## src/rtl/gpio_port_pkg.sv

```systemverilog
package gpio_port_pkg;
  localparam int OFFS_W = 8;

  localparam logic [OFFS_W-1:0] OFFS_INPUT  = 8'h00;
  localparam logic [OFFS_W-1:0] OFFS_OUTPUT = 8'h04;
  localparam logic [OFFS_W-1:0] OFFS_DIR    = 8'h08;
  localparam logic [OFFS_W-1:0] OFFS_POL    = 8'h0C;
  localparam logic [OFFS_W-1:0] OFFS_MASK   = 8'h10;
  localparam logic [OFFS_W-1:0] OFFS_STAT   = 8'h14;
  localparam logic [OFFS_W-1:0] OFFS_PCTL   = 8'h18;

  typedef enum logic [1:0] {
    ACC_BYTE  = 2'd0,
    ACC_HALF  = 2'd1,
    ACC_WORD  = 2'd2,
    ACC_WORD2 = 2'd3
  } acc_size_e;
endpackage

```

## src/rtl/gpio_sync.sv

```systemverilog
module gpio_sync #(
  parameter int W      = 16,
  parameter int STAGES = 2
) (
  input  logic         clk,
  input  logic         rst_n,
  input  logic [W-1:0] async_in,
  output logic [W-1:0] sync_out
);
  logic [W-1:0] stage_q [STAGES];

  generate
    for (genvar s = 0; s < STAGES; s++) begin : g_stage
      if (s == 0) begin : g_first
        always_ff @(posedge clk or negedge rst_n) begin
          if (!rst_n) stage_q[s] <= '0;
          else        stage_q[s] <= async_in;
        end
      end else begin : g_rest
        always_ff @(posedge clk or negedge rst_n) begin
          if (!rst_n) stage_q[s] <= '0;
          else        stage_q[s] <= stage_q[s-1];
        end
      end
    end
  endgenerate

  assign sync_out = stage_q[STAGES-1];
endmodule

```

## src/rtl/gpio_regbank.sv

```systemverilog
module gpio_regbank
  import gpio_port_pkg::*;
#(
  parameter int W  = 16,
  parameter int AW = 8
) (
  input  logic          clk,
  input  logic          rst_n,
  input  logic          bus_sel,
  input  logic          bus_wr,
  input  logic [AW-1:0] bus_addr,
  input  logic [1:0]    bus_size,
  input  logic [W-1:0]  bus_wdata,
  output logic [W-1:0]  bus_rdata,
  input  logic [W-1:0]  in_sync,
  input  logic [W-1:0]  status,
  output logic [W-1:0]  out_q,
  output logic [W-1:0]  dir_q,
  output logic [W-1:0]  pol_q,
  output logic [W-1:0]  mask_q,
  output logic [W-1:0]  clr_vec
);
  logic [W-1:0] pctl_q;
  logic         acc_ok, wen, ren;
  logic [W-1:0] rd_mux;

  assign acc_ok = bus_sel && (acc_size_e'(bus_size) == ACC_HALF);
  assign wen    = acc_ok && bus_wr;
  assign ren    = acc_ok && !bus_wr;

  always_ff @(posedge clk or negedge rst_n) begin
    if (!rst_n) begin
      out_q  <= '1;
      dir_q  <= '1;
      pol_q  <= '1;
      mask_q <= '1;
      pctl_q <= '1;
    end else if (wen) begin
      case (bus_addr)
        AW'(OFFS_OUTPUT): out_q  <= bus_wdata;
        AW'(OFFS_DIR):    dir_q  <= bus_wdata;
        AW'(OFFS_POL):    pol_q  <= bus_wdata;
        AW'(OFFS_MASK):   mask_q <= bus_wdata;
        AW'(OFFS_PCTL):   pctl_q <= bus_wdata;
        default: ;
      endcase
    end
  end

  assign clr_vec = (wen && bus_addr == AW'(OFFS_STAT)) ? bus_wdata : '0;

  always_comb begin
    case (bus_addr)
      AW'(OFFS_INPUT):  rd_mux = in_sync & pctl_q;
      AW'(OFFS_OUTPUT): rd_mux = out_q;
      AW'(OFFS_DIR):    rd_mux = dir_q;
      AW'(OFFS_POL):    rd_mux = pol_q;
      AW'(OFFS_MASK):   rd_mux = mask_q;
      AW'(OFFS_STAT):   rd_mux = status;
      AW'(OFFS_PCTL):   rd_mux = pctl_q;
      default:          rd_mux = '0;
    endcase
  end

  always_ff @(posedge clk or negedge rst_n) begin
    if (!rst_n)   bus_rdata <= '0;
    else if (ren) bus_rdata <= rd_mux;
    else          bus_rdata <= '0;
  end
endmodule

```

## src/rtl/gpio_edge_irq.sv

```systemverilog
module gpio_edge_irq #(
  parameter int W = 16
) (
  input  logic         clk,
  input  logic         rst_n,
  input  logic [W-1:0] in_sync,
  input  logic [W-1:0] dir_q,
  input  logic [W-1:0] pol_q,
  input  logic [W-1:0] mask_q,
  input  logic [W-1:0] clr_vec,
  output logic [W-1:0] status,
  output logic         irq
);
  logic [W-1:0] prev_q;
  logic [W-1:0] hit;

  always_ff @(posedge clk or negedge rst_n) begin
    if (!rst_n) prev_q <= '0;
    else        prev_q <= in_sync;
  end

  generate
    for (genvar i = 0; i < W; i++) begin : g_pin
      logic rise, fall;
      assign rise   = in_sync[i] & ~prev_q[i];
      assign fall   = ~in_sync[i] & prev_q[i];
      assign hit[i] = (pol_q[i] ? rise : fall) & dir_q[i] & ~mask_q[i];
    end
  endgenerate

  always_ff @(posedge clk or negedge rst_n) begin
    if (!rst_n) status <= '0;
    else        status <= (status & ~clr_vec) | hit;
  end

  assign irq = |status;
endmodule

```

## src/rtl/edge_gpio_port.sv

```systemverilog
module edge_gpio_port #(
  parameter int PIN_W       = 16,
  parameter int ADDR_W      = 8,
  parameter int SYNC_STAGES = 2
) (
  input  logic              clk,
  input  logic              rst_n,
  input  logic              bus_sel,
  input  logic              bus_wr,
  input  logic [ADDR_W-1:0] bus_addr,
  input  logic [1:0]        bus_size,
  input  logic [PIN_W-1:0]  bus_wdata,
  output logic [PIN_W-1:0]  bus_rdata,
  input  logic [PIN_W-1:0]  pin_in,
  output logic [PIN_W-1:0]  pin_out,
  output logic [PIN_W-1:0]  pin_oe,
  output logic              irq
);
  logic [PIN_W-1:0] in_sync;
  logic [PIN_W-1:0] out_q, dir_q, pol_q, mask_q;
  logic [PIN_W-1:0] clr_vec, status;

  gpio_sync #(.W(PIN_W), .STAGES(SYNC_STAGES)) sync_i (
    .clk      (clk),
    .rst_n    (rst_n),
    .async_in (pin_in),
    .sync_out (in_sync)
  );

  gpio_regbank #(.W(PIN_W), .AW(ADDR_W)) regs_i (
    .clk       (clk),
    .rst_n     (rst_n),
    .bus_sel   (bus_sel),
    .bus_wr    (bus_wr),
    .bus_addr  (bus_addr),
    .bus_size  (bus_size),
    .bus_wdata (bus_wdata),
    .bus_rdata (bus_rdata),
    .in_sync   (in_sync),
    .status    (status),
    .out_q     (out_q),
    .dir_q     (dir_q),
    .pol_q     (pol_q),
    .mask_q    (mask_q),
    .clr_vec   (clr_vec)
  );

  gpio_edge_irq #(.W(PIN_W)) edge_i (
    .clk     (clk),
    .rst_n   (rst_n),
    .in_sync (in_sync),
    .dir_q   (dir_q),
    .pol_q   (pol_q),
    .mask_q  (mask_q),
    .clr_vec (clr_vec),
    .status  (status),
    .irq     (irq)
  );

  assign pin_oe  = ~dir_q;
  assign pin_out = out_q & ~dir_q;
endmodule

```

## config.mk

```make
export PLATFORM = sky130hd
export DESIGN_NAME = edge_gpio_port
export DESIGN_NICKNAME = d
export VERILOG_FILES = /design/src/rtl/gpio_port_pkg.sv /design/src/rtl/gpio_sync.sv /design/src/rtl/gpio_regbank.sv /design/src/rtl/gpio_edge_irq.sv /design/src/rtl/edge_gpio_port.sv
export SDC_FILE = /design/constraint.sdc
export NUM_CORES = 1
export LEC_CHECK = 0
export ABC_CLOCK_PERIOD_IN_PS = 1900
export BUFFER_PORTS_ARGS = -buffer_cell sky130_fd_sc_hd__buf_4
export CAP_MARGIN = 20
export CORE_MARGIN = 1.5
export CORE_UTILIZATION = 57
export CTS_CLUSTER_DIAMETER = 100
export DETAILED_ROUTE_END_ITERATION = 12
export PLACE_DENSITY = 0.76
export SETUP_SLACK_MARGIN = 0.02
export SLEW_MARGIN = 5
export SYNTH_ARGS = -nofsm -noshare
export SYNTH_HDL_FRONTEND = slang
export SYNTH_SLANG_ARGS = --single-unit
```

## constraint.sdc

```tcl
create_clock -name clk -period 1.9 [get_ports clk]
set_clock_uncertainty 0.05 [all_clocks]
set_input_delay 0.475 -clock clk [delete_from_list [all_inputs] [get_ports clk]]
set_output_delay 0.475 -clock clk [all_outputs]
set_load 0.02 [all_outputs]
```

==> impl_summary.txt, run 1 <==
----------------------------------------------------
[Run status]
  Result of the run ... finished, violations left
  Violated checks ... setup timing

[Global routing]
  Number of global-route vias before repair ... approximately 5300
  Number of antenna violations at the first check in global routing ... 0
  Largest net degree at the start of global routing ... 44
  Total Routing Usage GR ... 0.294
  Overall overflow remaining after global route ... 0
  Wire length of the first global-routing pass ... 28.5 mm

[Power]
  Leakage dissipation ... about 4 nW
  Power density over the cells ... 832 nW/um^2
  Largest voltage drop on the vdd net ... 0.000813 V
  Overall Power ... 7.59 mW

[Worst setup path]
  Startpoint type of the worst setup path ... register
  Type of the worst setup path ... reg -> out
  Maximum single-stage delay on the critical path ... 0.41 ns
  Slowest-stage cell, CP ... sky130_fd_sc_hd__dfrtp_1
  Critical Path, Cell by Cell ... nor4_2 -> buf_4 -> nand4_1 -> buf_6
  CP bufs+invs ... 2
  CP endpoint kind ... output port
  Crit Path Max Fanout ... 2
  Worst endpoint required time ... roughly 1.4 ns
  CP arrival ... 1.69 ns
  Largest delay contributor family on the critical path ... simple AND/OR/NAND/NOR gates

[Worst hold path]
  Kind of path behind the tightest hold check ... in -> reg

[Synth]
  Synthesized netlist cell count ... 546
  Post-synth EDFFs ... 0
  Sequential element share of the synthesized area ... 0.579
  Post-synth ARST share ... 1.00
  Syn. warnings ... 0
  Count of distinct cell types in the synthesized netlist ... 42
  Share of Yosys cell area claimed by the top area cell type ... 0.296
  Total of flip-flops plus latches after synthesis ... 160
  Most used standard cells in the synthesized netlist ... sky130_fd_sc_hd__dfrtp_1 (80), sky130_fd_sc_hd__dfstp_2 (80), sky130_fd_sc_hd__mux2_2 (67)
  Synthesized Nets ... 592
  Average footprint of a synthesized cell ... roughly 13 um^2
  Area of the mapped netlist ... 7090 um^2
  Most area-hungry cell type in the Yosys netlist ... sky130_fd_sc_hd__dfstp_2
  Leading post-synthesis cells by cell area ... sky130_fd_sc_hd__dfstp_2 (30%), sky130_fd_sc_hd__dfrtp_1 (28%), sky130_fd_sc_hd__mux2_2 (11%), sky130_fd_sc_hd__a32o_1 (3.8%), sky130_fd_sc_hd__nand2_1 (2.4%)
  Synth Flop Type ... sky130_fd_sc_hd__dfstp_2

[Floorplanning]
  Overall die area ... 13100 um^2
  Overall die width ... 115 um
  Placement row count ... 40
  Vert. Die Dim ... between 100 and 150 um
  Core Box Area ... 12100 um^2
  Effective utilization at floorplan ... 0.588
  Top-level port count ... 95

[Timing]
  Hold violation total from the final report ... 0
  Setup violation total in the final timing report ... 1
  Maximum frequency from static timing analysis ... between 400 and 500 MHz
  Number of pins with negative max-slew slack in the final report ... 0
  Headroom to the max-slew limit ... 0.689
  Worst Setup Slack, final ... -0.319 ns
  Measured slew at the worst slew-check pin ... 0.462 ns
  Post-route minimum period ... 2.22 ns
  Unrepaired setup endpoints after global routing ... true
  Share of the clock period used by the worst path after layout ... 1.17
  Minimum hold slack ... 0.0963 ns

[Placed design]
  Placement-stage worst setup slack ... -0.152 ns
  I/O Buffers ... 94
  Weighted congestion at the end of routability-driven global placement ... 0.844
  Detailed placer's ending HPWL ... 12.1 mm
  Placed Cells incl. Taps ... 843

[Finish]
  Number of nets in the layout ... 743
  Share of post-route cells with drive strength above 1 ... 0.517
  Number of standard cells in the final layout excluding fillers ... ~880
  Area added between synthesis and finish ... 28.6%
  Number of fill cells in the layout ... 777
  Number of diodes added for antenna fixing ... 0
  Area of combinational cells with multiple inputs ... 2760 um^2
  Final standard cell utilization of the core ... 0.756
  Sequential standard cell area ... 4100 um^2

[Drt]
  Via density per instance ... 5.80
  Overall routed net length ... between 15 and 20 mm
  Antenna viol nets, final ... 0
  Initial detailed-routing violation count ... 394
  DRC violations left ... 0
  Wirelength per Cell ... 20.3 um
  DR vias ... 5090
  First-pass iteration count of the detailed router ... 7

[CTS]
  Maximum clock insertion buffer count ... 2
  Sinks on Clock Net ... 160
  Number of buffers created by CTS ... 17
  CTS tree ... done
  Later-pin clock latency in the skew report ... about 0.43 ns
  H-tree depth reported by CTS ... 4
  Root Buffer Master ... sky130_fd_sc_hd__clkbuf_16
  Clock-pin transition on the worst setup and hold timing paths ... 0.07 ns

[Flow run]
  Maximum capacitance violations ... 0

----------------------------------------------------
[path summary, 6_finish.rpt]
kind	cells past startpoint	from	slack, ns	end
worst max-delay path	4	edge_i.status[8]	-0.32	irq
worst min register to register	0	sync_i.stage_q[27]	0.30	sync_i.sync_out[11]
worst min-delay path	1	pin_in[13]	0.1	sync_i.stage_q[29]
worst max register to register	4	sync_i.sync_out[12]	0.27	regs_i.bus_rdata[12]
max in group asynchronous	3	rst_n	0.69	regs_i.pol_q[8]
min in group asynchronous	2	rst_n	0.49	sync_i.sync_out[6]
[final cells by class]
| class | instances | share of cell area |
|---|---|---|
| Multi-Input combinational cell | 331 | 0.303 |
| Timing Repair Buffer | 155 | 0.144 |
| Tap cell | 168 | 0.0231 |
| Clock inverter | 15 | 0.0202 |
| Inverter | 32 | 0.0132 |
| Clock buffer | 17 | 0.0467 |
| Sequential cell | 160 | 0.450 |
[cells by family (layout without fill, tap and decap cells)]
| family | after synthesis | in the layout | synth area share |
|---|---|---|---|
| flops | 160 | 160 | 0.579 |
| mux | 95 | 95 | 0.163 |
| simple gates | 136 | 136 | 0.118 |
| buf+inv | 55 | 219 | 0.0369 |
| compound gates | 100 | 100 | 0.104 |
[stage by stage]
| stage | setup TNS, ns | instance area (um^2) |
|---|---|---|
| finish | -0.319 | 9120 |
| detailed placement | -7.33 | 8450 |
| floorplan | 0 | 7090 |
| CTS | -0.275 | 9110 |
| global route | -0.362 | 9120 |
| global placement | -4.85 | 8450 |
[power by group]
part | switching, mW | internal, mW | leakage [nW]
sequential | 0.0669 | 3.51 | 1.83
clock | 1.41 | 2.08 | 0.279
combinational | 0.274 | 0.245 | 1.84
total | 1.75 | 5.83 | 3.94
[routing by layer]
layer | global-route usage | wire (um) | up-vias
li1 | - | - | 2276
met1 | 0.401 | 7690 | 2594
met2 | 0.460 | 8790 | 185
met3 | 0.0577 | 968 | 35
met4 | 0.131 | 406 | 0
met5 | 0 | 0 | -
[flip-flops by register name, summed over array words and instances, names as in the netlist]
signal / cells
edge_i.prev_q: 16
edge_i.status: 16
regs_i.bus_rdata: 16
regs_i.dir_q: 16
regs_i.mask_q: 16
regs_i.out_q: 16
regs_i.pctl_q: 16
regs_i.pol_q: 16
sync_i.stage_q: 16
sync_i.sync_out: 16
[timing repair]
action / 4_1_cts / 5_1_grt
hold buffers: 1 / 0
endpoints found under the setup margin: 2 / 4
hold endpoints to repair: 17 / 0
resized for setup: 4 / 4
setup buffers: 2 / 0
pin swaps: 1 / 0
[layout by cell type (no fill, tap or decap), drive strengths merged, types with 2 or more instances in the layout]
cell type,count
or3,2
a22oi,11
nor3,5
nor4,7
a222oi,4
dfrtp,80
nand2b,15
dfstp,80
buf,154
a21oi,11
nor2,6
inv,35
nand2,48
mux2,91
a32o,27
nand3b,18
mux4,4
a22o,12
o21ai,32
nand4,3
bufinv,3
nand3,5
and2,6
clkinvlp,6
clkinv,3
clkbuf,17
nor2b,17
(Power assumes the default switching activity.)
==> run 2, diff against run 1 <==
- MAX_ROUTING_LAYER: default -> met4
==> impl_summary.txt, run 2 (same netlist as run 1, synthesis figures left out) <==
----------------------------------------------------
[Worst hold path]
  Worst min-delay path startpoint ... pin_in[13]
  Kind of path behind the tightest hold check ... in -> reg

[Global routing]
  Number of global-route vias before repair ... around 5300
  Wire length of the first global-routing pass ... 28.5 mm
  Overall overflow remaining after global route ... 0
  Total Routing Usage GR ... 0.304
  Largest net degree at the start of global routing ... 44
  Number of antenna violations at the first check in global routing ... 0

[CTS]
  Clock-pin transition on the worst setup and hold timing paths ... 0.07 ns
  H-tree depth reported by CTS ... 4
  Sinks on Clock Net ... 160
  Number of buffers created by CTS ... 17
  Later-pin clock latency in the skew report ... 0.43 ns
  CTS tree ... done
  Root Buffer Master ... sky130_fd_sc_hd__clkbuf_16
  Maximum clock insertion buffer count ... 2

[Drt]
  Overall routed net length ... 18.0 mm
  Via density per instance ... 5.78
  First-pass iteration count of the detailed router ... 5
  DRC violations left ... 0
  Initial detailed-routing violation count ... 349
  DR vias ... 5078
  Wirelength per Cell ... 20.5 um
  Antenna viol nets, final ... 0

[Placed design]
  Total placed instance area ... around 8400 um^2
  Weighted congestion at the end of routability-driven global placement ... 0.857
  Placement-stage worst setup slack ... -0.152 ns
  I/O Buffers ... 94
  Detailed placer's ending HPWL ... 12.1 mm

[Finish]
  Share of post-route cells with drive strength above 1 ... 0.517
  Number of diodes added for antenna fixing ... 0
  Area of combinational cells with multiple inputs ... 2760 um^2
  Area of all placed cells without fillers ... a little over 9000 um^2
  Sequential standard cell area ... 4100 um^2
  Number of fill cells in the layout ... 777
  Number of nets in the layout ... between 700 and 800
  Leading cell type in the layout, fill and taps excluded ... sky130_fd_sc_hd__buf_4
  Commonest cells after routing, fill and taps aside ... sky130_fd_sc_hd__buf_4 (141), sky130_fd_sc_hd__dfrtp_1 (80), sky130_fd_sc_hd__dfstp_2 (80)
  Area added between synthesis and finish ... 28.6%

[Power]
  Leakage dissipation ... slightly below 4 nW
  Largest voltage drop on the vdd net ... around 0.00081 V
  Overall Power ... 7.58 mW
  Power density over the cells ... 832 nW/um^2

[Floorplanning]
  Effective utilization at floorplan ... 0.588
  Vert. Die Dim ... 115 um
  Overall die area ... 13100 um^2
  Top-level port count ... 95
  Placement row count ... 40
  Overall die width ... 115 um
  Core Box Area ... about 12000 um^2

[Timing]
  Headroom to the max-slew limit ... 0.680
  Post-route minimum period ... 2.22 ns
  Unrepaired setup endpoints after global routing ... true
  Share of the clock period used by the worst path after layout ... 1.17
  Measured slew at the worst slew-check pin ... ~0.48 ns
  Worst Setup Slack, final ... -0.316 ns
  Maximum frequency from static timing analysis ... 451 MHz
  Setup violation total in the final timing report ... 1
  Number of pins with negative max-slew slack in the final report ... 0
  Hold violation total from the final report ... 0
  Setup TNS ... -0.316 ns

[Worst setup path]
  Startpoint type of the worst setup path ... register
  Worst endpoint required time ... 1.37 ns
  CP arrival ... 1.69 ns
  Crit Path Max Fanout ... 2
  Type of the worst setup path ... reg -> out
  Critical path origin ... edge_i.status[8]
  CP endpoint kind ... output port
  Start of the worst register-to-register path ... sync_i.sync_out[12]

[Flow run]
  Maximum capacitance violations ... 0

[Run status]
  Violated checks ... setup timing
  Result of the run ... finished, violations left

----------------------------------------------------
==> run 2: per-stage QoR <==
stage,utilization,hold slack [ns],instances
global route,0.756,0.0815,878
CTS,0.755,0.0884,878
global placement,0.700,0.282,843
finish,0.756,0.0957,878
detailed placement,0.700,0.285,843
floorplan,-,0.129,546
==> run 2: critical path, stage by stage, from the launching register on <==
cell and delay (ns):
sky130_fd_sc_hd__dfrtp_1 0.41, sky130_fd_sc_hd__nor4_2 0.30, sky130_fd_sc_hd__buf_4 0.16, sky130_fd_sc_hd__nand4_1 0.18
sky130_fd_sc_hd__buf_6 0.20
==> run 2: area by class of cell <==
| cell class | count | share of cell area |
|---|---|---|
| Tap cell | 168 | 0.0231 |
| Inverter | 32 | 0.0132 |
| Clock inverter | 15 | 0.0202 |
| Sequential cell | 160 | 0.450 |
| Timing Repair Buffer | 155 | 0.144 |
| Clock buffer | 17 | 0.0467 |
| Multi-Input combinational cell | 331 | 0.303 |
==> run 2: layer usage <==
layer | GRT usage | share of wire | up-vias
met1 | 0.401 | 0.44 | 2583
met2 | 0.460 | 0.49 | 188
met5 | - | 0 | -
li1 | - | - | 2271
met4 | 0.131 | 0.021 | 0
met3 | 0.0603 | 0.052 | 36
==> run 2: power by group <==
part / switching (mW) / internal, mW / total [mW]
Combinational: 0.276 / 0.245 / 0.520
Clock: 1.41 / 2.08 / 3.49
Sequential: 0.0668 / 3.51 / 3.58
Total: 1.75 / 5.83 / 7.58
==> run 2: final timing paths <==
| kind | end | slack, ns | cells past startpoint |
|---|---|---|---|
| max | irq | -0.32 | 4 |
| min | sync_i.stage_q[29] | 0.1 | 1 |
| max reg2reg | regs_i.bus_rdata[12] | 0.26 | 4 |
| min reg2reg | sync_i.sync_out[11] | 0.30 | 0 |
| max in group asynchronous | regs_i.pol_q[8] | 0.68 | 3 |
| min in group asynchronous | sync_i.sync_out[6] | 0.49 | 2 |
==> run 2: timing repair <==
| action | CTS | global route |
|---|---|---|
| setup endpoints to repair | 2 | 4 |
| setup buffers | 2 | 0 |
| hold buffers | 1 | 0 |
| gates resized for setup | 4 | 4 |
| endpoints found under the hold margin | 17 | 0 |
| pin swaps | 1 | 0 |
